<file path="src/rtl/sar_pkg.sv">
package sar_pkg;

   typedef enum logic [1:0] {
      PH_IDLE  = 2'd0,
      PH_CLEAR = 2'd1,
      PH_TRIAL = 2'd2,
      PH_STORE = 2'd3
   } sar_phase_t;

endpackage

</file>
<file path="src/rtl/sar_step_timer.sv">
module sar_step_timer
   import sar_pkg::*;
#(
   parameter int WIDTH     = 8,
   parameter int TRIAL_CYC = 6,
   parameter int CLR_CYC   = 1,
   parameter int STORE_CYC = 1,
   localparam int IDX_W    = (WIDTH > 1) ? $clog2(WIDTH) : 1,
   localparam int MAX_CYC  = (TRIAL_CYC > CLR_CYC)
                             ? ((TRIAL_CYC > STORE_CYC) ? TRIAL_CYC : STORE_CYC)
                             : ((CLR_CYC > STORE_CYC) ? CLR_CYC : STORE_CYC),
   localparam int CNT_W    = (MAX_CYC > 1) ? $clog2(MAX_CYC) : 1
) (
   input  logic             clk,
   input  logic             rst,
   input  logic             start,
   output sar_phase_t       phase,
   output logic [IDX_W-1:0] bit_idx,
   output logic             sample,
   output logic             store_fire
);

   localparam logic [CNT_W-1:0] CLR_LAST   = CNT_W'(CLR_CYC - 1);
   localparam logic [CNT_W-1:0] TRIAL_LAST = CNT_W'(TRIAL_CYC - 1);
   localparam logic [CNT_W-1:0] STORE_LAST = CNT_W'(STORE_CYC - 1);
   localparam logic [IDX_W-1:0] TOP_BIT    = IDX_W'(WIDTH - 1);

   logic [CNT_W-1:0] cnt;

   always_ff @(posedge clk) begin
      if (rst) begin
         phase   <= PH_IDLE;
         cnt     <= '0;
         bit_idx <= '0;
      end else if (start) begin
         phase   <= PH_CLEAR;
         cnt     <= '0;
         bit_idx <= TOP_BIT;
      end else begin
         unique case (phase)
            PH_CLEAR: begin
               if (cnt == CLR_LAST) begin
                  phase <= PH_TRIAL;
                  cnt   <= '0;
               end else begin
                  cnt <= cnt + 1'b1;
               end
            end
            PH_TRIAL: begin
               if (cnt == TRIAL_LAST) begin
                  cnt <= '0;
                  if (bit_idx == '0) begin
                     phase <= PH_STORE;
                  end else begin
                     bit_idx <= bit_idx - 1'b1;
                  end
               end else begin
                  cnt <= cnt + 1'b1;
               end
            end
            PH_STORE: begin
               if (cnt == STORE_LAST) begin
                  phase <= PH_IDLE;
                  cnt   <= '0;
               end else begin
                  cnt <= cnt + 1'b1;
               end
            end
            default: begin
               cnt <= '0;
            end
         endcase
      end
   end

   assign sample     = (phase == PH_TRIAL) && (cnt == TRIAL_LAST);
   assign store_fire = (phase == PH_STORE) && (cnt == STORE_LAST);


   bit_step_chk: assert property (@(posedge clk) disable iff (rst)
      (sample && !start && bit_idx != '0) |=> (bit_idx == $past(bit_idx) - 1'b1));


   cnt_bound_chk: assert property (@(posedge clk) disable iff (rst)
      (phase == PH_TRIAL) |-> (cnt <= TRIAL_LAST));

endmodule

</file>
<file path="src/rtl/sar_trial_reg.sv">
module sar_trial_reg #(
   parameter int WIDTH  = 8,
   localparam int IDX_W = (WIDTH > 1) ? $clog2(WIDTH) : 1
) (
   input  logic             clk,
   input  logic             rst,
   input  logic             start,
   input  logic             in_trial,
   input  logic             sample,
   input  logic [IDX_W-1:0] bit_idx,
   input  logic             cmp_in,
   output logic [WIDTH-1:0] work,
   output logic [WIDTH-1:0] trial_code
);

   logic [WIDTH-1:0] mask;

   for (genvar i = 0; i < WIDTH; i++) begin : g_bit
      assign mask[i] = in_trial && (bit_idx == IDX_W'(i));

      always_ff @(posedge clk) begin
         if (rst || start) begin
            work[i] <= 1'b0;
         end else if (sample && mask[i]) begin
            work[i] <= cmp_in;
         end
      end
   end

   assign trial_code = work | mask;


   mask_onehot_chk: assert property (@(posedge clk) disable iff (rst)
      $onehot0(mask));


   work_hold_chk: assert property (@(posedge clk) disable iff (rst)
      (in_trial && !sample && !start) |=> $stable(work));

endmodule

</file>
<file path="src/rtl/sar_flags.sv">
module sar_flags #(
   parameter int WIDTH = 8
) (
   input  logic             clk,
   input  logic             rst,
   input  logic             start,
   input  logic             store_fire,
   input  logic [WIDTH-1:0] work,
   input  logic             irq_clr,
   output logic [WIDTH-1:0] result,
   output logic             done,
   output logic             irq
);

   logic store_eff;
   assign store_eff = store_fire && !start;

   always_ff @(posedge clk) begin
      if (rst) begin
         result <= '0;
         done   <= 1'b1;
      end else if (start) begin
         result <= '0;
         done   <= 1'b0;
      end else if (store_eff) begin
         result <= work;
         done   <= 1'b1;
      end
   end

   always_ff @(posedge clk) begin
      if (rst) begin
         irq <= 1'b0;
      end else if (store_eff) begin
         irq <= 1'b1;
      end else if (irq_clr) begin
         irq <= 1'b0;
      end
   end


   start_clear_chk: assert property (@(posedge clk) disable iff (rst)
      start |=> (result == '0 && !done));


   irq_sticky_chk: assert property (@(posedge clk) disable iff (rst)
      (irq && !irq_clr) |=> irq);


   store_irq_chk: assert property (@(posedge clk) disable iff (rst)
      (store_fire && !start) |=> (irq && done));

endmodule

</file>
<file path="src/rtl/sar_seq.sv">
module sar_seq
   import sar_pkg::*;
#(
   parameter int WIDTH     = 8,
   parameter int TRIAL_CYC = 6,
   parameter int CLR_CYC   = 1,
   parameter int STORE_CYC = 1,
   parameter int CONV_CYC  = 50
) (
   input  logic             clk,
   input  logic             rst,
   input  logic             done_wr,
   input  logic             done_wdata,
   input  logic             irq_clr,
   input  logic             cmp_in,
   output logic [WIDTH-1:0] dac_code,
   output logic [WIDTH-1:0] result,
   output logic             done,
   output logic             irq
);

   localparam int IDX_W  = (WIDTH > 1) ? $clog2(WIDTH) : 1;
   localparam int LEN_W  = $clog2(CONV_CYC + 2);

   if (WIDTH < 1 || TRIAL_CYC < 1 || CLR_CYC < 1 || STORE_CYC < 1) begin : g_bad_param
      $error("sar_seq: every width and phase length must be at least 1");
   end
   if (CLR_CYC + WIDTH * TRIAL_CYC + STORE_CYC != CONV_CYC) begin : g_bad_len
      $error("sar_seq: phase lengths do not add up to CONV_CYC");
   end

   logic             start;
   sar_phase_t       phase;
   logic [IDX_W-1:0] bit_idx;
   logic             sample;
   logic             store_fire;
   logic             in_trial;
   logic [WIDTH-1:0] work;
   logic [WIDTH-1:0] trial_code;

   assign start    = done_wr && !done_wdata;
   assign in_trial = (phase == PH_TRIAL);

   sar_step_timer #(
      .WIDTH     (WIDTH),
      .TRIAL_CYC (TRIAL_CYC),
      .CLR_CYC   (CLR_CYC),
      .STORE_CYC (STORE_CYC)
   ) u_timer (
      .clk        (clk),
      .rst        (rst),
      .start      (start),
      .phase      (phase),
      .bit_idx    (bit_idx),
      .sample     (sample),
      .store_fire (store_fire)
   );

   sar_trial_reg #(
      .WIDTH (WIDTH)
   ) u_trial (
      .clk        (clk),
      .rst        (rst),
      .start      (start),
      .in_trial   (in_trial),
      .sample     (sample),
      .bit_idx    (bit_idx),
      .cmp_in     (cmp_in),
      .work       (work),
      .trial_code (trial_code)
   );

   sar_flags #(
      .WIDTH (WIDTH)
   ) u_flags (
      .clk        (clk),
      .rst        (rst),
      .start      (start),
      .store_fire (store_fire),
      .work       (work),
      .irq_clr    (irq_clr),
      .result     (result),
      .done       (done),
      .irq        (irq)
   );

   assign dac_code = in_trial ? trial_code : '0;

   // Edge count since the latest start, used only by the length check.
   logic [LEN_W-1:0] since_start;
   always_ff @(posedge clk) begin
      if (rst) begin
         since_start <= '0;
      end else if (start) begin
         since_start <= '0;
      end else if (!done && since_start != {LEN_W{1'b1}}) begin
         since_start <= since_start + 1'b1;
      end
   end


   conv_len_chk: assert property (@(posedge clk) disable iff (rst)
      $rose(done) |-> (since_start == LEN_W'(CONV_CYC)));


   busy_phase_chk: assert property (@(posedge clk) disable iff (rst)
      !done |-> (phase != PH_IDLE));


   idle_dac_chk: assert property (@(posedge clk) disable iff (rst)
      !in_trial |-> (dac_code == '0));

endmodule

</file>
<file path="config.mk">
export PLATFORM = sky130hd
export DESIGN_NAME = sar_seq
export DESIGN_NICKNAME = d
export VERILOG_FILES = /design/src/rtl/sar_pkg.sv /design/src/rtl/sar_step_timer.sv /design/src/rtl/sar_trial_reg.sv /design/src/rtl/sar_flags.sv /design/src/rtl/sar_seq.sv
export SDC_FILE = /design/constraint.sdc
export NUM_CORES = 1
export LEC_CHECK = 0
export BUFFER_PORTS_ARGS = -buffer_cell sky130_fd_sc_hd__buf_2
export CAP_MARGIN = 20
export CORE_MARGIN = 2
export CORE_UTILIZATION = 25
export DETAILED_ROUTE_END_ITERATION = 6
export SLEW_MARGIN = 20
export SYNTH_ARGS = -nofsm -noshare
export SYNTH_HDL_FRONTEND = slang
export SYNTH_SLANG_ARGS = --single-unit
</file>
<file path="constraint.sdc">
create_clock -name clk -period 4.3 [get_ports clk]
set_input_delay 0.645 -clock clk [delete_from_list [all_inputs] [get_ports clk]]
set_output_delay 0.645 -clock clk [all_outputs]
set_load 0.005 [all_outputs]
</file>
==> results by group <==
Cells and area
  – Final core utilization: 0.3116
  – Fraction of layout instances using a drive strength above 1: 0.1628
  – Fillcell total: 524
  – Net count reported at finish: 187
  – Area delta synth->final: 18.37%
  – Ant. Diodes: 0

Clock tree
  – Register clock-pin slew on the reported worst setup and hold paths: 0.10 ns
  – TritonCTS buffer count: 3
  – Post-CTS sizing: 0
  – Clock tree from TritonCTS: yes
  – Postcts setup bufs: 0
  – Hold-fix buffer count after cts: 0
  – Clock Latency Late Sink: 0.28 ns
  – Sinks on the clock net: 26
  – Bufs on Longest Clock Path: 2
  – Root buffer cell: sky130_fd_sc_hd__clkbuf_8
  – CTS H-tree lvls: 1

Flow run
  – Max-capacitance violation count: 0

STA
  – Fin Clk Skew: 0.01141 ns
  – Max-slew violations: 0
  – Actual slew at the worst max-slew pin: 0.5416 ns
  – Setup-violating endpoint count in the final report: 0
  – Min Clock Period, post-route: 2.332 ns
  – Count of endpoints failing hold in the final timing report: 0
  – Final cycle utilization of the critical path: 0.5424
  – Unrepaired setup endpoints after global routing: no
  – Highest Clock Rate: 0.4288 GHz
  – Relative max-transition margin: 0.6389
  – Sum of negative setup slack: 0 ns

Placed design
  – Number of input and output port buffers inserted: 23
  – HPWL after DPL: 1.980 mm
  – Weighted congestion reported at the end of routability-driven placement: 0.7948

Logic synthesis
  – Part of the Yosys area used for sequential elements: 0.4131
  – Unique cell type count in the Yosys netlist: 28
  – Number of cells produced by synthesis: 153
  – Synth Cell Area: 0.001260 mm²
  – Yosys warnings: 0
  – Synthesis-stage register bit count: 26
  – Mean instance size in the synthesized netlist: 8.235 µm²
  – Synth Net Count: 167

Global routing
  – Maximum number of pins on one net before global-route repair: 16
  – Number of antenna violations at the first check in global routing: 0
  – Total track usage: 0.1112
  – Busiest grt layer: met2
  – Via count of the first global-routing pass: 977
  – GR Util met1: 0.1579
  – Global-route track usage on met2: 0.1764
  – Global-route wire length before repair: 4.781 mm
  – Grt ovf: 0
  – Met3 usage in global routing: 0.02811

Routing
  – Total wire length: 2.880 mm
  – Number of vias per cell: 4.506
  – Final antenna-violating net count: 0
  – Overall via count from detail_route: 1077
  – Number of iterations in the first detailed-routing pass: 5
  – Avg WL per Cell: 12.05 µm
  – DRC violation count after routing: 0
  – DRT iter0 DRCs: 55

Power and ir drop
  – Maximum resistive drop on vdd: 182.4 µV
  – Leakage power: 0.6480 nW
  – Total power divided by cell area: 332.9 mW/mm²

Min path
  – Min-Delay Path Class: reg -> reg
  – Start point of the worst hold path: u_flags.result[2]

Setup path
  – Most Frequent Cell on Critical Path: sky130_fd_sc_hd__nor2_1
  – Origin of the critical flop-to-flop path: u_timer.cnt[0]
  – Cell breakdown of the critical path: inv_1, ha_1, nor2b_1, nor2_1, nor2_1, buf_2
  – Crit start category: flop
  – Critical path type: reg -> out
  – Largest incremental delay on the critical path: 0.37 ns
  – Critical path fanouts, max: 5
  – CP startpoint: u_timer.bit_idx[0]
  – Critical path data required time: 3.65 ns
  – Cell type of the slowest stage on the worst timing path: sky130_fd_sc_hd__dfxtp_1
  – Critical path endpoint category: primary output
  – Arrival time at the worst endpoint: 1.69 ns

Run status
  – Status: finished, final reports clean

Floorplan
  – Die Span X: 74.99 µm
  – Cell Rows: 25
  – Floorplan core area: 0.004786 mm²
  – Floorplan die area: 0.005624 mm²
  – Floorplan die height: 74.99 µm
  – Effective utilization at floorplan: 0.2633
  – Number of top-level pins: 24
critical path, delay by kind of cell (launching register included):
kind	cells	cell delay, ns
AND/OR/NAND/NOR	3	0.52
adder cells (fa/ha/maj)	1	0.26
buffers and inverters	2	0.25
flip-flops	1	0.37
cells in the mapped netlist:
master | instances | area [µm²]
sky130_fd_sc_hd__a21boi_0 | 1 | 7.510
sky130_fd_sc_hd__a21oi_1 | 19 | 95.09
sky130_fd_sc_hd__a31oi_1 | 3 | 18.77
sky130_fd_sc_hd__and3_1 | 1 | 6.260
sky130_fd_sc_hd__and4b_1 | 2 | 20.02
sky130_fd_sc_hd__buf_2 | 4 | 20.02
sky130_fd_sc_hd__buf_4 | 1 | 7.510
sky130_fd_sc_hd__clkbuf_1 | 3 | 11.26
sky130_fd_sc_hd__clkinv_1 | 1 | 3.750
sky130_fd_sc_hd__dfxtp_1 | 26 | 520.5
sky130_fd_sc_hd__ha_1 | 8 | 100.1
sky130_fd_sc_hd__inv_1 | 9 | 33.78
sky130_fd_sc_hd__mux2i_1 | 5 | 50.05
sky130_fd_sc_hd__nand2_1 | 19 | 71.32
sky130_fd_sc_hd__nand2b_1 | 3 | 18.77
sky130_fd_sc_hd__nand3_1 | 13 | 65.06
sky130_fd_sc_hd__nand3b_1 | 1 | 7.510
sky130_fd_sc_hd__nand4_1 | 3 | 18.77
sky130_fd_sc_hd__nand4b_1 | 1 | 8.760
sky130_fd_sc_hd__nand4b_4 | 1 | 23.77
sky130_fd_sc_hd__nor2_1 | 14 | 52.55
sky130_fd_sc_hd__nor2b_1 | 2 | 12.51
sky130_fd_sc_hd__o2111ai_1 | 1 | 8.760
sky130_fd_sc_hd__o211ai_1 | 1 | 7.510
sky130_fd_sc_hd__o21ai_0 | 6 | 30.03
sky130_fd_sc_hd__o31ai_1 | 2 | 15.01
sky130_fd_sc_hd__or4_1 | 1 | 7.510
sky130_fd_sc_hd__xor2_1 | 2 | 17.52
cell families (layout without fill, tap and decap cells):
family | Yosys count | in the layout | share of synthesized area
AND/OR/NAND/NOR | 61 | 61 | 0.2483
AO/OA/AOI/OAI | 33 | 33 | 0.1450
flip-flops | 26 | 26 | 0.4131
buffers and inverters | 18 | 37 | 0.06057
adder cells (fa/ha/maj) | 8 | 8 | 0.07945
multiplexers | 5 | 5 | 0.03972
XOR/XNOR | 2 | 2 | 0.01391
state kept, by name, indices dropped and copies added (netlist names):
| name | count |
|---|---|
| u_flags.done | 1 |
| u_flags.irq | 1 |
| u_flags.result | 8 |
| u_timer.bit_idx | 3 |
| u_timer.cnt | 3 |
| u_timer.phase | 2 |
| u_trial.work | 8 |
path summary, 6_finish.rpt:
path	cells past startpoint	to	slack [ns]
worst max-delay path	6	dac_code[0]	1.97
worst min-delay path	2	u_flags.result[2]	0.46
worst max register to register	4	u_timer.bit_idx[1]	2.75
worst min register to register	2	u_flags.result[2]	0.46
cell type report:
class / count / area [µm²] / area share
multi-input cells: 109 / 663.1 / 0.4446
flip-flops and latches: 26 / 520.5 / 0.3490
repair buffers: 23 / 115.1 / 0.07718
well taps: 67 / 83.83 / 0.05621
clock buffers: 3 / 41.29 / 0.02768
inverters: 10 / 37.54 / 0.02517
clock inverters: 1 / 30.03 / 0.02013
per-stage QoR:
stage | hold slack [ns] | std cells | setup slack [ns] | power (mW) | area [µm²]
after global placement | 0.4451 | 235 | 2.293 | 0.2938 | 1420
after global routing | 0.4858 | 239 | 1.759 | 0.5138 | 1491
after detailed placement | 0.4453 | 235 | 2.286 | 0.2936 | 1420
after floorplan | 0.4332 | 153 | 2.609 | 0.2816 | 1260
final | 0.4566 | 239 | 1.968 | 0.4966 | 1491
after CTS | 0.4596 | 239 | 1.968 | 0.4993 | 1491
cells in the final DEF (no fill, tap or decap):
master and n:
sky130_fd_sc_hd__o31ai_1 2, sky130_fd_sc_hd__nor2b_1 2, sky130_fd_sc_hd__a21oi_1 19, sky130_fd_sc_hd__and4b_1 2, sky130_fd_sc_hd__clkinv_1 1, sky130_fd_sc_hd__a31oi_1 3
sky130_fd_sc_hd__dfxtp_1 26, sky130_fd_sc_hd__inv_1 9, sky130_fd_sc_hd__nand2b_1 3, sky130_fd_sc_hd__bufinv_16 1, sky130_fd_sc_hd__buf_2 23, sky130_fd_sc_hd__or4_1 1
sky130_fd_sc_hd__nand4b_4 1, sky130_fd_sc_hd__xor2_1 2, sky130_fd_sc_hd__a21boi_0 1, sky130_fd_sc_hd__o21ai_0 6, sky130_fd_sc_hd__nand2_1 19, sky130_fd_sc_hd__mux2i_1 5
sky130_fd_sc_hd__ha_1 8, sky130_fd_sc_hd__nand3b_1 1, sky130_fd_sc_hd__o211ai_1 1, sky130_fd_sc_hd__o2111ai_1 1, sky130_fd_sc_hd__nand3_1 13, sky130_fd_sc_hd__clkbuf_8 3
sky130_fd_sc_hd__nor2_1 14, sky130_fd_sc_hd__nand4_1 3, sky130_fd_sc_hd__and3_1 1, sky130_fd_sc_hd__nand4b_1 1
routing by layer:
| metal | up-vias | share of wire |
|---|---|---|
| li1 | 564 | - |
| met1 | 492 | 0.52 |
| met2 | 19 | 0.43 |
| met3 | 2 | 0.043 |
| met4 | 0 | 0.0045 |
| met5 | - | 0 |
report_power, final:
part           internal, mW  total, mW  switching, mW  leakage [nW]
Combinational        0.0126     0.0373         0.0247         0.402
Sequential            0.245      0.251        0.00643         0.211
Clock                 0.125      0.208         0.0836        0.0357
(Power assumes the default switching activity.)
